<file path="src/rtl/rst_cause_pkg.sv">
package rst_cause_pkg;
  localparam int CAUSE_W  = 16;
  localparam int B_PWR    = 0;
  localparam int B_BROWN  = 1;
  localparam int B_WDOG   = 2;
  localparam int B_SW     = 6;
  localparam int B_PIN    = 7;
  localparam int B_BADOP  = 14;
  localparam int B_TRAP   = 15;

  typedef logic [CAUSE_W-1:0] cause_t;

  typedef struct packed {
    logic pwr;
    logic brown;
    logic pin;
    logic sw;
    logic wdog;
    logic trap;
    logic badop;
  } src_t;

  function automatic cause_t impl_mask();
    cause_t m = '0;
    m[B_PWR] = 1'b1; m[B_BROWN] = 1'b1; m[B_WDOG] = 1'b1; m[B_SW] = 1'b1;
    m[B_PIN] = 1'b1; m[B_BADOP] = 1'b1; m[B_TRAP] = 1'b1;
    return m;
  endfunction

  function automatic cause_t src_to_bits(src_t s);
    cause_t v = '0;
    v[B_PWR]   = s.pwr;
    v[B_BROWN] = s.brown;
    v[B_WDOG]  = s.wdog;
    v[B_SW]    = s.sw;
    v[B_PIN]   = s.pin;
    v[B_BADOP] = s.badop;
    v[B_TRAP]  = s.trap;
    return v;
  endfunction
endpackage

</file>
<file path="src/rtl/rst_pin_filter.sv">
module rst_pin_filter #(
  parameter int FILT_LEN = 4
) (
  input  logic clk_i,
  input  logic rst_ni,
  input  logic pin_ni,
  output logic hit_o
);
  localparam int CW = (FILT_LEN > 1) ? $clog2(FILT_LEN) : 1;
  localparam logic [CW-1:0] LAST = CW'(FILT_LEN - 1);

  logic          state_q;
  logic [CW-1:0] cnt_q;
  logic          raw;

  assign raw = ~pin_ni;

  // state flips only after FILT_LEN consecutive disagreeing samples
  always_ff @(posedge clk_i or negedge rst_ni) begin
    if (!rst_ni) begin
      state_q <= 1'b0;
      cnt_q   <= '0;
    end else if (raw != state_q) begin
      if (cnt_q == LAST) begin
        state_q <= raw;
        cnt_q   <= '0;
      end else begin
        cnt_q <= cnt_q + 1'b1;
      end
    end else begin
      cnt_q <= '0;
    end
  end

  assign hit_o = state_q;
endmodule

</file>
<file path="src/rtl/rst_hold_timer.sv">
module rst_hold_timer #(
  parameter int HOLD_CYC = 16
) (
  input  logic clk_i,
  input  logic rst_ni,
  input  logic req_i,
  output logic rst_o
);
  localparam int CW = $clog2(HOLD_CYC + 1);
  localparam logic [CW-1:0] LOAD = CW'(HOLD_CYC);

  logic [CW-1:0] cnt_q;

  always_ff @(posedge clk_i or negedge rst_ni) begin
    if (!rst_ni)            cnt_q <= LOAD;
    else if (req_i)         cnt_q <= LOAD;
    else if (cnt_q != '0)   cnt_q <= cnt_q - 1'b1;
  end

  assign rst_o = (cnt_q != '0);
endmodule

</file>
<file path="src/rtl/rst_cause_reg.sv">
module rst_cause_reg
  import rst_cause_pkg::*;
(
  input  logic   clk_i,
  input  logic   rst_ni,
  input  logic   pwr_i,
  input  cause_t ev_i,
  input  logic   wr_ok_i,
  input  cause_t wdata_i,
  output cause_t cause_o
);
  localparam cause_t MASK = impl_mask();

  logic unused_wdata;
  assign unused_wdata = ^(wdata_i & ~MASK) ^ ^(ev_i & ~MASK);

  for (genvar b = 0; b < CAUSE_W; b++) begin : g_bit
    if (MASK[b]) begin : g_impl
      localparam logic RST_VAL = (b == B_PWR);
      logic bit_q;
      // event OR-ed after the write so it wins over a same-cycle clear
      always_ff @(posedge clk_i or negedge rst_ni) begin
        if (!rst_ni)      bit_q <= RST_VAL;
        else if (pwr_i)   bit_q <= RST_VAL;
        else              bit_q <= ev_i[b] | (wr_ok_i ? wdata_i[b] : bit_q);
      end
      assign cause_o[b] = bit_q;
    end else begin : g_tie
      assign cause_o[b] = 1'b0;
    end
  end
endmodule

</file>
<file path="src/rtl/rst_cause_ctrl.sv">
module rst_cause_ctrl
  import rst_cause_pkg::*;
#(
  parameter int FILT_LEN = 4,
  parameter int HOLD_CYC = 16
) (
  input  logic        clk_i,
  input  logic        rst_ni,
  input  logic        pwr_on_i,
  input  logic        brown_out_i,
  input  logic        ext_clr_ni,
  input  logic        sw_rst_i,
  input  logic        wdog_i,
  input  logic        trap_conf_i,
  input  logic        bad_op_i,
  input  logic        reg_we_i,
  input  logic [15:0] reg_wdata_i,
  output logic [15:0] cause_o,
  output logic        sys_rst_o
);
  logic   pin_hit;
  src_t   src;
  logic   any_req;
  cause_t ev_bits;

  rst_pin_filter #(.FILT_LEN(FILT_LEN)) u_filt (
    .clk_i (clk_i),
    .rst_ni(rst_ni),
    .pin_ni(ext_clr_ni),
    .hit_o (pin_hit)
  );

  always_comb begin
    src.pwr   = pwr_on_i;
    src.brown = brown_out_i;
    src.pin   = pin_hit;
    src.sw    = sw_rst_i;
    src.wdog  = wdog_i;
    src.trap  = trap_conf_i;
    src.badop = bad_op_i;
  end

  assign any_req = |src;
  assign ev_bits = src_to_bits(src);

  rst_hold_timer #(.HOLD_CYC(HOLD_CYC)) u_hold (
    .clk_i (clk_i),
    .rst_ni(rst_ni),
    .req_i (any_req),
    .rst_o (sys_rst_o)
  );

  rst_cause_reg u_cause (
    .clk_i  (clk_i),
    .rst_ni (rst_ni),
    .pwr_i  (pwr_on_i),
    .ev_i   (ev_bits),
    .wr_ok_i(reg_we_i & ~sys_rst_o),
    .wdata_i(reg_wdata_i),
    .cause_o(cause_o)
  );
endmodule

</file>
<file path="config.mk">
export PLATFORM = sky130hd
export DESIGN_NAME = rst_cause_ctrl
export DESIGN_NICKNAME = d
export VERILOG_FILES = /design/src/rtl/rst_cause_pkg.sv /design/src/rtl/rst_pin_filter.sv /design/src/rtl/rst_hold_timer.sv /design/src/rtl/rst_cause_reg.sv /design/src/rtl/rst_cause_ctrl.sv
export SDC_FILE = /design/constraint.sdc
export NUM_CORES = 1
export LEC_CHECK = 0
export ABC_AREA = 1
export BUFFER_PORTS_ARGS = -buffer_cell sky130_fd_sc_hd__buf_4
export CORE_UTILIZATION = 49
export DETAILED_ROUTE_END_ITERATION = 6
export GPL_TIMING_DRIVEN = 0
export PLACE_DENSITY = 0.84
export SYNTH_ARGS = -nofsm -noshare
export SYNTH_HDL_FRONTEND = slang
export SYNTH_SLANG_ARGS = --single-unit
</file>
<file path="constraint.sdc">
create_clock -name clk_i -period 4.2 [get_ports clk_i]
set_clock_uncertainty 0.15 [all_clocks]
set_input_delay 0.84 -clock clk_i [delete_from_list [all_inputs] [get_ports clk_i]]
set_output_delay 0.84 -clock clk_i [all_outputs]
set_load 0.01 [all_outputs]
</file>
==> impl_results.md, run 1 <==
* Status: finished clean
* Final Cycle Share at 0.592
* Initial core utilization at 0.525
* Vias in the first global route at 680
* Clk_lat worst skew at 0.28 ns
* Crit-path most repeated cell: nand2_2
* Setup TNS at 0 ns
* Die Area at 2050 um2
* Final Non-Filler Cells at 175
* Reg-to-reg startpoint: u_hold.cnt_q[0]$_DFFE_PN0P_
* Clk root buf: clkbuf_4
* Top delay family on crit path: flip-flops
* Final Max Slew Viols at 0
* CTS buffer count at 3
* Die width at 45.2 um
* Clock power frac at 0.237
* Largest net degree at the start of global routing at 16
* Post-CTS setup buffer count at 0
* Placed Cells at roughly 170
* Antenna Nets Post-Route at 0
* P_int at 0.246 mW
* Ports at 43
* Switching power at approximately 0.1 mW
* Cts repair resizes at 0
* DR WL/cell at 9.10 um
* Max stage delay on crit path at 0.39 ns
* Nets at around 180
* CP endpoint kind: output port
* Crit path DAT at 1.50 ns
* Count of cell types in the netlist at 22
* GP Congestion at 0.759
* P&R area growth vs syn at 29.2%
* Sw frac at 0.283
* Setup crit start: u_hold.cnt_q[0]$_DFFE_PN0P_
* Final wirelength at roughly 1.6 mm
* Hold_buf cts at 0
* Fraction of layout cells with a size suffix above 1 at 0.420
* Htree depth at 1
* Pwr per Cell Area at 290 nW/um2
* Row count at 15
* Fillers at 147
* Average cell area after synthesis at 8.03 um2
* RSZ-0062 raised after global routing: false
* Sequential fraction of the synthesis area at 0.413
* CP Depth at 6
* R2r worst-path depth at 7
* Critical Path, Cell by Cell: inv_1 > ha_1 > nand2_2 > nor2_2 > nand2_2 > buf_4
* Setup-failing EPs final at 0
* Via-to-Cell Ratio at 4.32
* Mapped cell area at just over 900 um2
* Buf+Inv Stages, Crit Path at 2
* Worst-path clk slew at 0.09 ns
* Final Hold Viols at 0
* Max rail drop VDD at 0.213 mV
* Share of total power in combinational logic at 0.255
* Worst reg-to-reg setup slack at 2.63 ns
* Height of the die at 45.2 um
* Post-DP HPWL at 1.35 mm
* Synth warn at 0
* Final min period at 2.49 ns
* Total of max-cap violations at 0
* CTS tree: yes
* GR Overflow Total at 0
* Highest clock rate at 402 MHz
* Worst Setup EP: sys_rst_o
* Total power at roughly 0.34 mW
* Startpoint Class: flop
* Crit Path Max Fanout at 4
* Min-delay worst type: input port to async pin
* First-pass GRT wire length at 2.62 mm
* Critical R2R Capture: u_hold.cnt_q[2]$_DFFE_PN0P_
* Leakage at 0.689 nW
* Cells after synthesis at between 100 and 150
* Tot GR Track Use at 0.181
* Clock sink total at 15
* Synth Register Bits at 15
* Critical Path RT at 3.21 ns
* PortBufs at 24
* Clk buf depth at 2
* CORE AREA at 1750 um2
* Initial antenna violation count at 0
* DR iter-0 viols at 7
* First drt pass iteration count at 4
* Sequential power share at 0.507
* CP Class: flop to output port
* Vias at 756
* CP max stage cell: dfrtp_1
* # DRC at 0
* N_diodes at 0
[final cells by class]
type / instances / area (um2) / area share
well taps: 25 / 31.3 / 0.0264
repair buffers: 24 / 180 / 0.152
multi-input cells: 70 / 362 / 0.305
plain buffers: 17 / 131 / 0.111
clock buffers: 4 / 26.3 / 0.0222
flip-flops and latches: 15 / 378 / 0.319
inverters: 20 / 75.1 / 0.0634
[flip-flops by register name, indices dropped and copies added, names as in the netlist]
| register | cells |
|---|---|
| u_cause.g_bit.g_impl.bit_q | 7 |
| u_hold.cnt_q | 5 |
| u_filt.cnt_q | 2 |
| u_filt.hit_o | 1 |
[synthesized netlist by cell type]
library cell,number,area share
xor2_1,1,0.0096
a21oi_1,3,0.016
nand2_2,6,0.041
clkinv_1,1,0.0041
dfrtp_1,13,0.36
nor3_2,1,0.011
nor3_1,1,0.0055
xnor2_1,1,0.0096
buf_6,1,0.012
buf_4,16,0.13
nand4_2,1,0.014
nor2_2,8,0.055
nand2_1,12,0.049
o21ai_1,2,0.011
nand3_1,7,0.038
dfstp_2,2,0.057
conb_1,1,0.0041
inv_2,1,0.0041
nor2_1,14,0.057
inv_1,18,0.074
nand4_1,2,0.014
ha_1,2,0.027
[cell families (layout without fill, tap and decap cells)]
group           count (synthesis)  in the layout  synth area share
xor+xnor                        2              2            0.0191
flops                          15             15             0.413
other cells                     1              9           0.00409
buf+inv                        37             65             0.225
simple gates                   52             52             0.284
fa+ha+maj                       2              2            0.0273
compound gates                  5              5            0.0273
[layout by cell type (no fill, tap or decap), drive strengths merged, types with 3 or more instances in the layout]
master	instances
inv	19
nor2	22
nand4	3
a21oi	3
buf	41
conb	9
nand3	7
dfrtp	13
nand2	18
clkbuf	4
[power by group through the flow]
| stage | Sequential, mW | Combinational, mW | Clock, mW |
|---|---|---|---|
| after floorplan | 0.174 | 0.0588 | 0 |
| after global placement | 0.175 | 0.0853 | 0 |
| after detailed placement | 0.177 | 0.0887 | 0 |
| after CTS | 0.174 | 0.0891 | 0.0858 |
| after global routing | 0.177 | 0.101 | 0.0907 |
| final | 0.174 | 0.0876 | 0.0814 |
[how the worst min path moves through the flow]
stage | from | to | cells after the start
after floorplan | u_filt.cnt_q[0]$_DFF_PN0_ | u_filt.cnt_q[0]$_DFF_PN0_ | 1
after CTS | rst_ni | u_hold.cnt_q[3]$_DFFE_PN0P_ | 1
final | rst_ni | u_hold.cnt_q[3]$_DFFE_PN0P_ | 1
after detailed placement | u_filt.cnt_q[0]$_DFF_PN0_ | u_filt.cnt_q[0]$_DFF_PN0_ | 1
after global placement | u_filt.cnt_q[0]$_DFF_PN0_ | u_filt.cnt_q[0]$_DFF_PN0_ | 1
after global routing | rst_ni | u_hold.cnt_q[3]$_DFFE_PN0P_ | 1
[through the flow]
stage          hold WS, ns  instance area [um2]  setup WS (ns)   util
2_1_floorplan        0.265                  946           2.26      -
6_report             0.238                 1180           1.71  0.678
3_5_place_dp         0.294                 1160           2.03  0.663
5_1_grt              0.238                 1180           1.60  0.678
3_3_place_gp         0.276                 1160           2.09  0.663
4_1_cts              0.235                 1180           1.71  0.678
[routing by layer]
metal	routed length, um	track usage
met5	0	0
met4	24	0.0727
met2	842	0.342
met3	85	0.0280
met1	640	0.198
(Power assumes the default switching activity.)
==> run 2: changes to the inputs <==
--- a/config.mk
+++ b/config.mk
@@ -7,10 +7,10 @@
 export LEC_CHECK = 0
 export ABC_AREA = 1
 export BUFFER_PORTS_ARGS = -buffer_cell sky130_fd_sc_hd__buf_4
-export CORE_UTILIZATION = 49
+export CORE_UTILIZATION = 45
 export DETAILED_ROUTE_END_ITERATION = 6
 export GPL_TIMING_DRIVEN = 0
-export PLACE_DENSITY = 0.84
+export PLACE_DENSITY = 0.78
 export SYNTH_ARGS = -nofsm -noshare
 export SYNTH_HDL_FRONTEND = slang
 export SYNTH_SLANG_ARGS = --single-unit
==> constraint.sdc (replaced) <==
create_clock -name clk_i -period 2.4 [get_ports clk_i]
set_clock_uncertainty 0.15 [all_clocks]
set_input_delay 0.48 -clock clk_i [delete_from_list [all_inputs] [get_ports clk_i]]
set_output_delay 0.48 -clock clk_i [all_outputs]
set_load 0.01 [all_outputs]
==> run 2 against run 1 <==
  * First-iteration DRC count is 29% higher
  * Cell count is 0.57% higher
  * Cell area is 0.95% higher
  * Worst hold slack worse by 0.013 ns
  * Non-clock buffer count is 1 higher
  * Global-route usage is 1.3 points lower
  * Largest power group unchanged
  * Highest routed layer is now met3
==> impl_results.md, run 2 (synthesis results as in run 1) <==
* Largest net degree at the start of global routing at 16 (unchanged)
* Startpoint Class: flop
* Gr busiest metal: met2
* RSZ-0062 raised after global routing: false
* Row count at 15 (unchanged)
* Area after DPL at 1160 um2 (unchanged)
* DR iter-0 viols at 9 (+2)
* Vias in the first global route at 631 (-7.2%)
* Largest regs: u_cause.g_bit.g_impl.bit_q x7, u_hold.cnt_q x5, u_filt.cnt_q x2
* # DRC at 0 (unchanged)
* Setup-failing EPs final at 0 (unchanged)
* Height of the die at 47.1 um (+4.2%)
* Pwr per Cell Area at 505 nW/um2 (+74%)
* Total of max-cap violations at 0 (unchanged)
* Min-delay worst type: input port to flop
* GP Congestion at 0.708 (-6.6%)
* Initial antenna violation count at 0 (unchanged)
* Crit Path Max Fanout at 4 (unchanged)
* Most common cell after layout, fill and taps aside: buf_4
* Met2 GRT Util at 0.303 (-0.0393)
* Setup WS pre-CTS at 0.608 ns (-1.43 ns)
* Critical Path RT at 1.77 ns (-1.44 ns)
* P_int at 0.428 mW (+74%)
* Leakage at 0.696 nW (+1.0%)
* Tot GR Track Use at 0.167 (-0.0134)
* Met3 usage at 0.0269 (-0.00108)
* Final Hold Viols at 0 (unchanged)
* CP endpoint kind: output port
* Sequential power share at 0.504 (-0.003)
* Final WS setup at 0.304 ns (-1.41 ns)
* CTS buffer count at 3 (unchanged)
* Max rail drop VDD at 0.353 mV (+66%)
* Antenna Nets Post-Route at 0 (unchanged)
* CORE AREA at 1820 um2 (+4.3%)
* GR Overflow Total at 0 (unchanged)
* Final min period at roughly 2.1 ns
* First drt pass iteration count at 4 (unchanged)
* PortBufs at 24 (unchanged)
* Final wirelength at 1.62 mm (+1.9%)
* Crit path DAT at 1.47 ns (-0.03 ns)
* Initial core utilization at 0.503 (-0.0216)
* Vias at 756 (unchanged)
* Ports at 43 (unchanged)
* Post-DP HPWL at 1.30 mm (-3.8%)
* CP Class: flop to output port
* DR WL/cell at 9.22 um (+1.3%)
* Status: finished clean
* Share of total power in combinational logic at 0.257 (+0.002)
* Htree depth at 1 (unchanged)
* Largest reg by FF count: u_cause.g_bit.g_impl.bit_q
* Via-to-Cell Ratio at 4.30 (-0.57%)
* Clock sink total at 15 (unchanged)
* First-pass GRT wire length at 2.58 mm (-1.6%)
* Final Cell Area at 1190 um2 (+0.95%)
* Setup TNS at 0 ns (unchanged)
* P&R area growth vs syn at 30.5%
* Nets at 180 (+0.56%)
* Sw frac at 0.291 (+0.00753)
* Highest clock rate at 477 MHz
* GRT met1 Usage at 0.203 (+0.00496)
* Worst-path clk slew at 0.10 ns (about the same)
* Clk root buf: clkbuf_4
* CTS tree: yes
* Max reg flops at 7 (unchanged)
* N_diodes at 0 (unchanged)
* Total power at 0.604 mW (+76%)
* Clk buf depth at 2 (unchanged)
* Clk_lat worst skew at 0.28 ns (about the same)
* Final Cycle Share at 0.873
* Clock power frac at 0.238 (about the same)
* Die Area at 2220 um2 (+8.5%)
* Most frequent cells in the layout: buf_4, inv_1, nor2_1, dfrtp_1, nand2_1
* Fraction of layout cells with a size suffix above 1 at 0.424 (+0.00384)
* Die width at 47.1 um (+4.2%)
* Final Max Slew Viols at 0 (unchanged)
* Switching power at 0.176 mW (+81%)
-- run 2: cell count changes in the layout (fill, tap and decap cells not counted), sizes merged --
cell         previous run  this run
clkbuf                  4         3
clkinv                  1         2
dlygate4sd3             0         1
-- run 2: worst max-delay path: stages, from the launching register on --
cell and delay [ns]:
dfrtp_1 0.38, inv_1 0.09, ha_1 0.23, nand2_2 0.10
nor2_2 0.14, nand2_2 0.10, buf_4 0.15
-- run 2: path summary, 6_finish.rpt --
path	from	endpoint	depth (start not counted)	slack (ns)
setup / recovery	u_hold.cnt_q[0]$_DFFE_PN0P_	sys_rst_o	6	0.30
hold / removal	ext_clr_ni	u_filt.hit_o$_DFFE_PN0P_	2	0.22
setup reg to reg	u_hold.cnt_q[0]$_DFFE_PN0P_	u_cause.g_bit[7].g_impl.bit_q$_DFF_PN0_	8	0.89
hold reg to reg	u_filt.cnt_q[0]$_DFF_PN0_	u_filt.cnt_q[0]$_DFF_PN0_	1	0.30
max in group asynchronous	rst_ni	u_hold.cnt_q[4]$_DFFE_PN1P_	2	1.42
min in group asynchronous	rst_ni	u_filt.cnt_q[0]$_DFF_PN0_	2	0.43
-- run 2: what timing repair did --
item | 4_1_cts | 5_1_grt
resized for setup | 0 | 0
hold buffers | 1 | 0
setup endpoints to repair | 0 | 0
buffers inserted | 0 | 0
hold endpoints to repair | 13 | 0
-- run 2: power by group through the flow --
stage	registers [mW]	clock network, mW	logic (mW)
floorplan	0.304	0	0.103
global placement	0.307	0	0.150
detailed placement	0.310	0	0.156
CTS	0.305	0.151	0.157
global route	0.306	0.157	0.181
finish	0.305	0.144	0.155
-- run 2: area by class of cell --
| type | instances | area, um2 |
|---|---|---|
| fillers | 169 | 626 |
| flip-flops and latches | 15 | 378 |
| multi-input cells | 70 | 362 |
| repair buffers | 25 | 190 |
| plain buffers | 17 | 131 |
| inverters | 20 | 75.1 |
| well taps | 25 | 31.3 |
| clock buffers | 3 | 22.5 |
| clock inverters | 1 | 5.00 |
-- run 2: metrics by stage --
stage,hold slack (ns),cells,util
2_1_floorplan,0.0344,122,-
3_3_place_gp,0.194,171,0.636
3_5_place_dp,0.197,171,0.636
4_1_cts,0.220,176,0.656
5_1_grt,0.227,176,0.656
6_report,0.225,176,0.656
-- run 2: metal layers --
metal,part of all wire,up-vias
li1,-,395
met1,0.44,342
met2,0.51,19
met3,0.047,0
met4,0,0
met5,0,-
